**src/rtl/irqc_pkg.sv**
```systemverilog
`timescale 1ns/1ps
package irqc_pkg;
  localparam int unsigned REG_W         = 32;
  localparam int unsigned GRP_W         = 8;
  localparam int unsigned GRPS_PER_BANK = REG_W / GRP_W;
  localparam int unsigned BANK_LSB      = 4;   // 0x10 bank stride

  typedef enum logic [1:0] {
    SLOT_SET  = 2'd0,
    SLOT_CLR  = 2'd1,
    SLOT_RSV  = 2'd2,
    SLOT_STAT = 2'd3
  } slot_e;
endpackage

```
**src/rtl/irqc_bank.sv**
```systemverilog
`timescale 1ns/1ps
module irqc_bank
  import irqc_pkg::*;
(
  input  logic             clk_i,
  input  logic             rst_ni,
  input  logic             set_i,
  input  logic             clr_i,
  input  logic [REG_W-1:0] wdata_i,
  input  logic [REG_W-1:0] irq_i,
  output logic [REG_W-1:0] en_o,
  output logic [REG_W-1:0] stat_o
);
  logic [REG_W-1:0] en_q, set_bits, clr_bits;

  assign set_bits = set_i ? wdata_i : '0;
  assign clr_bits = clr_i ? wdata_i : '0;

  always_ff @(posedge clk_i or negedge rst_ni) begin
    if (!rst_ni) en_q <= '0;
    else         en_q <= (en_q | set_bits) & ~clr_bits;
  end

  assign en_o   = en_q;
  assign stat_o = irq_i & en_q;
endmodule

```
**src/rtl/irqc_group_or.sv**
```systemverilog
`timescale 1ns/1ps
module irqc_group_or
  import irqc_pkg::*;
#(
  parameter int unsigned NUM_GROUPS = 16,
  localparam int unsigned NUM_LINES = NUM_GROUPS * GRP_W
) (
  input  logic                  clk_i,
  input  logic                  rst_ni,
  input  logic [NUM_LINES-1:0]  stat_i,
  output logic [NUM_GROUPS-1:0] grp_o
);
  for (genvar g = 0; g < NUM_GROUPS; g++) begin : g_grp
    always_ff @(posedge clk_i or negedge rst_ni) begin
      if (!rst_ni) grp_o[g] <= 1'b0;
      else         grp_o[g] <= |stat_i[g*GRP_W +: GRP_W];
    end
  end
endmodule

```
**src/rtl/irqc_rd_mux.sv**
```systemverilog
`timescale 1ns/1ps
module irqc_rd_mux
  import irqc_pkg::*;
#(
  parameter int unsigned NUM_BANKS = 4,
  parameter int unsigned BIDX_W    = 4,
  localparam int unsigned FLAT_W   = NUM_BANKS * REG_W
) (
  input  logic              hit_i,
  input  logic [BIDX_W-1:0] bank_i,
  input  slot_e             slot_i,
  input  logic [FLAT_W-1:0] en_i,
  input  logic [FLAT_W-1:0] stat_i,
  output logic [REG_W-1:0]  rdata_o
);
  always_comb begin
    rdata_o = '0;
    if (hit_i) begin
      for (int b = 0; b < int'(NUM_BANKS); b++) begin
        if (bank_i == BIDX_W'(b)) begin
          unique case (slot_i)
            SLOT_SET:  rdata_o = en_i[b*REG_W +: REG_W];
            SLOT_STAT: rdata_o = stat_i[b*REG_W +: REG_W];
            default:   rdata_o = '0;
          endcase
        end
      end
    end
  end
endmodule

```
**src/rtl/irq_group_combiner.sv**
```systemverilog
`timescale 1ns/1ps
module irq_group_combiner
  import irqc_pkg::*;
#(
  parameter int unsigned NUM_GROUPS = 16,  // multiple of 4
  parameter int unsigned ADDR_W     = 8,
  localparam int unsigned NUM_BANKS = NUM_GROUPS / GRPS_PER_BANK,
  localparam int unsigned NUM_LINES = NUM_GROUPS * GRP_W,
  localparam int unsigned BIDX_W    = ADDR_W - BANK_LSB
) (
  input  logic                  clk_i,
  input  logic                  rst_ni,
  input  logic [ADDR_W-1:0]     addr_i,
  input  logic [REG_W-1:0]      wdata_i,
  input  logic                  we_i,
  output logic [REG_W-1:0]      rdata_o,
  input  logic [NUM_LINES-1:0]  irq_i,
  output logic [NUM_GROUPS-1:0] grp_irq_o
);
  logic [BIDX_W-1:0]    bank_idx;
  slot_e                slot;
  logic                 hit;
  logic [NUM_BANKS-1:0] set_sel, clr_sel;
  logic [NUM_LINES-1:0] en_flat, stat_flat;

  assign bank_idx = addr_i[ADDR_W-1:BANK_LSB];
  assign slot     = slot_e'(addr_i[BANK_LSB-1:2]);
  // aligned word inside an existing bank
  assign hit = (addr_i[1:0] == 2'b00) &&
               ({1'b0, bank_idx} < (BIDX_W+1)'(NUM_BANKS));

  always_comb begin
    for (int b = 0; b < int'(NUM_BANKS); b++) begin
      set_sel[b] = we_i && hit && (bank_idx == BIDX_W'(b)) && (slot == SLOT_SET);
      clr_sel[b] = we_i && hit && (bank_idx == BIDX_W'(b)) && (slot == SLOT_CLR);
    end
  end

  for (genvar b = 0; b < NUM_BANKS; b++) begin : g_bank
    irqc_bank u_bank (
      .clk_i   (clk_i),
      .rst_ni  (rst_ni),
      .set_i   (set_sel[b]),
      .clr_i   (clr_sel[b]),
      .wdata_i (wdata_i),
      .irq_i   (irq_i[b*REG_W +: REG_W]),
      .en_o    (en_flat[b*REG_W +: REG_W]),
      .stat_o  (stat_flat[b*REG_W +: REG_W])
    );
  end

  irqc_group_or #(.NUM_GROUPS(NUM_GROUPS)) u_grp_or (
    .clk_i  (clk_i),
    .rst_ni (rst_ni),
    .stat_i (stat_flat),
    .grp_o  (grp_irq_o)
  );

  irqc_rd_mux #(.NUM_BANKS(NUM_BANKS), .BIDX_W(BIDX_W)) u_rd_mux (
    .hit_i   (hit),
    .bank_i  (bank_idx),
    .slot_i  (slot),
    .en_i    (en_flat),
    .stat_i  (stat_flat),
    .rdata_o (rdata_o)
  );
endmodule

```
**config.mk**
```make
export PLATFORM = sky130hd
export DESIGN_NAME = irq_group_combiner
export DESIGN_NICKNAME = d
export VERILOG_FILES = /design/src/rtl/irqc_pkg.sv /design/src/rtl/irqc_bank.sv /design/src/rtl/irqc_group_or.sv /design/src/rtl/irqc_rd_mux.sv /design/src/rtl/irq_group_combiner.sv
export SDC_FILE = /design/constraint.sdc
export NUM_CORES = 1
export LEC_CHECK = 0
export BUFFER_PORTS_ARGS = -buffer_cell sky130_fd_sc_hd__buf_2
export CORE_MARGIN = 3
export CORE_UTILIZATION = 58
export CTS_CLUSTER_DIAMETER = 30
export CTS_CLUSTER_SIZE = 14
export DETAILED_ROUTE_END_ITERATION = 8
export PLACE_DENSITY = 0.87
export SETUP_SLACK_MARGIN = 0.4
export SYNTH_ARGS = -nofsm -noshare
export SYNTH_HDL_FRONTEND = slang
export SYNTH_HIERARCHICAL = 1
export SYNTH_SLANG_ARGS = --single-unit
```
**constraint.sdc**
```tcl
create_clock -name clk_i -period 4.35 [get_ports clk_i]
set_input_delay 0.6525 -clock clk_i [delete_from_list [all_inputs] [get_ports clk_i]]
set_output_delay 0.6525 -clock clk_i [all_outputs]
set_load 0.05 [all_outputs]
```
==> qor.txt <==
status: finished, final reports clean
layout cells sized above 1: 25.7%
Reg clk slew, reported paths: 0.06 ns
synth unique cells: 25
Overflow after GRT: 0
Worst EP required: 3.70 ns
post-layout util: 73.0%
Final period util: 75.9%
Crit Path Max Fanout: 64
vias in the first global route: 8,369
Buf/Inv on CP: 4
initial antenna violation count: 3
Top delay family on crit path: buffers and inverters
Slowest-stage cell, CP: ha_4
first-pass GRT wire length: 43,100 um
Syn Nets: 1,105
max frequency: 303 MHz
Slew headroom: 38.4%
Worst-Skew Late Latency: 0.42 ns
Starting Density: 59.4%
worst r2r path cells: 3
H-tree levels: 4
drt total wl: 27,400 um
Antenna Cells: 0
root buffer cell: clkbuf_16
Vias/cell: 6.62
vias: 8,699
antenna viol nets, final: 0
commonest cells after routing, fill and taps aside: a21oi_1, buf_2, dfrtp_1
Mapped Area: 8280 um2
CTS Buffer Depth: 2
Finish-stage setup viols: 0
fin. max-slew vios: 0
CTS Sinks: 144
Resized cells post-CTS: 0
Post-DP HPWL: 18,100 um
DR WL/cell: 20.9 um
CP endpoint kind: output port
crit-path max cell delay: 0.68 ns
Worst path most repeated cell: buf_2
Post-CTS Setup Inserts: 0
Primary FF master, synth: dfrtp_1
Yosys warnings: 6
Synth Register Bits: 144
crit path time final: 3.30 ns
# rows: 43
cells after synthesis: 932
Hold Vio Cnt, Final: 0
RSZ-0062 raised after global routing: false
GRT Util Overall: 34.1%
Synth Area per Inst: 8.88 um2
ys async rst share: 100%
HP Class: in2async
DR iter-0 viols: 1,095
Max-cap violations: 0
leading cell type in the layout, fill and taps excluded: a21oi_1
DIE WIDTH: 125 um
Worst Tran Pin Value: 0.924 ns
R2R Setup Slk: 2.98 ns
Die ar.: 15,700 um2
post-synthesis sequential area ratio: 43.5%
Die Y: 125 um
first-pass iteration count of the detailed router: 7
GPL Wtd Cong: 0.908
pwr dens: 363 nW/um2
DRC Markers: 0
Post-synth EDFFs: 0
Leak Pwr: 0.00464 uW
Final nets: 1,294
IO buf count: 218
Worst path depth: 8
crit path DAT: 2.65 ns
# IOs: 219
Post-Route Setup TNS: 0 ns
CTS Buf Count: 17
Final Skew: 0.00579 ns
Core Region: 13,900 um2
worst vdd rail ir drop: 279 uV
area grow syn2layout: 23.0%
hold-fix buffers at CTS: 0
CTS tree: yes
largest net degree at the start of global routing: 103
worst path cell trace: buf_2 > inv_1 > ha_4 > buf_4 > a22oi_1 > o22ai_1 > o31a_1 > buf_2
critical path class: in2out
startpoint types: input port
## final timing paths
check,from,to
hold reg to reg,g_bank[0].u_bank/en_o[7]$_DFF_PN0_,g_bank[0].u_bank/en_o[7]$_DFF_PN0_
hold / removal,rst_ni,g_bank[3].u_bank/en_o[31]$_DFF_PN0_
setup reg to reg,g_bank[2].u_bank/en_o[27]$_DFF_PN0_,u_grp_or/grp_o[11]$_DFF_PN0_
setup / recovery,addr_i[2],rdata_o[4]
max in group asynchronous,rst_ni,g_bank[0].u_bank/en_o[16]$_DFF_PN0_
min in group clk_i,wdata_i[30],g_bank[0].u_bank/en_o[30]$_DFF_PN0_
## worst register-to-register path, delay by kind of cell (launching register included)
kind	cells	cell delay, ns
and+or+nand+nor	3	0.82
DFF	1	0.41
## metal layers
| metal | wire, um | vias to the layer above | share of wire [%] | GRT usage, % |
|---|---|---|---|---|
| met5 | 37 | - | 0.13 | 0 |
| met4 | 839 | 6 | 3.1 | 13.8 |
| met3 | 2920 | 86 | 11 | 7.56 |
| met2 | 13100 | 601 | 48 | 54.7 |
| met1 | 10600 | 4102 | 38 | 45.1 |
| li1 | - | 3904 | - | - |
## metrics by stage
step | cell area [um2] | instances | power (uW) | hold slack (ns) | worst slack (ns)
global placement | 9480 | 1282 | 1970 | 0.520 | 1.15
CTS | 10200 | 1314 | 3700 | 0.378 | 1.09
floorplan | 8280 | 932 | 1750 | 0.357 | 1.46
finish | 10200 | 1314 | 3700 | 0.357 | 1.05
global route | 10200 | 1314 | 3810 | 0.415 | 0.918
detailed placement | 9480 | 1282 | 1990 | 0.531 | 1.10
## synthesized netlist by cell type, types with 16 or more instances
| cell type | instances | area share, % |
|---|---|---|
| a21oi_1 | 288 | 17 |
| a22oi_1 | 128 | 12 |
| and2_1 | 128 | 9.7 |
| buf_2 | 20 | 1.2 |
| buf_6 | 16 | 2.2 |
| clkbuf_1 | 38 | 1.7 |
| dfrtp_1 | 144 | 44 |
| nand2_1 | 17 | 0.77 |
| nor2_1 | 32 | 1.5 |
| nor4_1 | 32 | 2.4 |
| o22ai_1 | 31 | 2.3 |
| o31a_1 | 32 | 3.4 |
## cell families (layout without fill, tap and decap cells)
group | after synthesis | count (layout) | share of synthesized area (%)
AOI/OAI and AO/OA | 480 | 480 | 34.9
adders and majority gates | 2 | 2 | 0.302
buffers and inverters | 78 | 280 | 5.29
DFF | 144 | 144 | 43.5
and+or+nand+nor | 228 | 228 | 16.0
## report_power, final
group / switching [uW] / internal, uW / total, uW
clock network: 573 / 1150 / 1720
logic: 333 / 163 / 496
registers: 56.5 / 1420 / 1480
total: 963 / 2730 / 3700
## layout make-up
cell class	instances	area (um2)
multi-input combinational	710	4300
fill	1056	3760
sequential	144	3600
timing repair buffer	245	1340
clock buffer	18	439
clock inverter	14	260
tap	180	225
inverter	3	11.3
## state kept, by name, summed over array words and instances, names as in the netlist
register,cells
u_grp_or/grp_o,16
g_bank.u_bank/en_o,128
(Power assumes the default switching activity.)
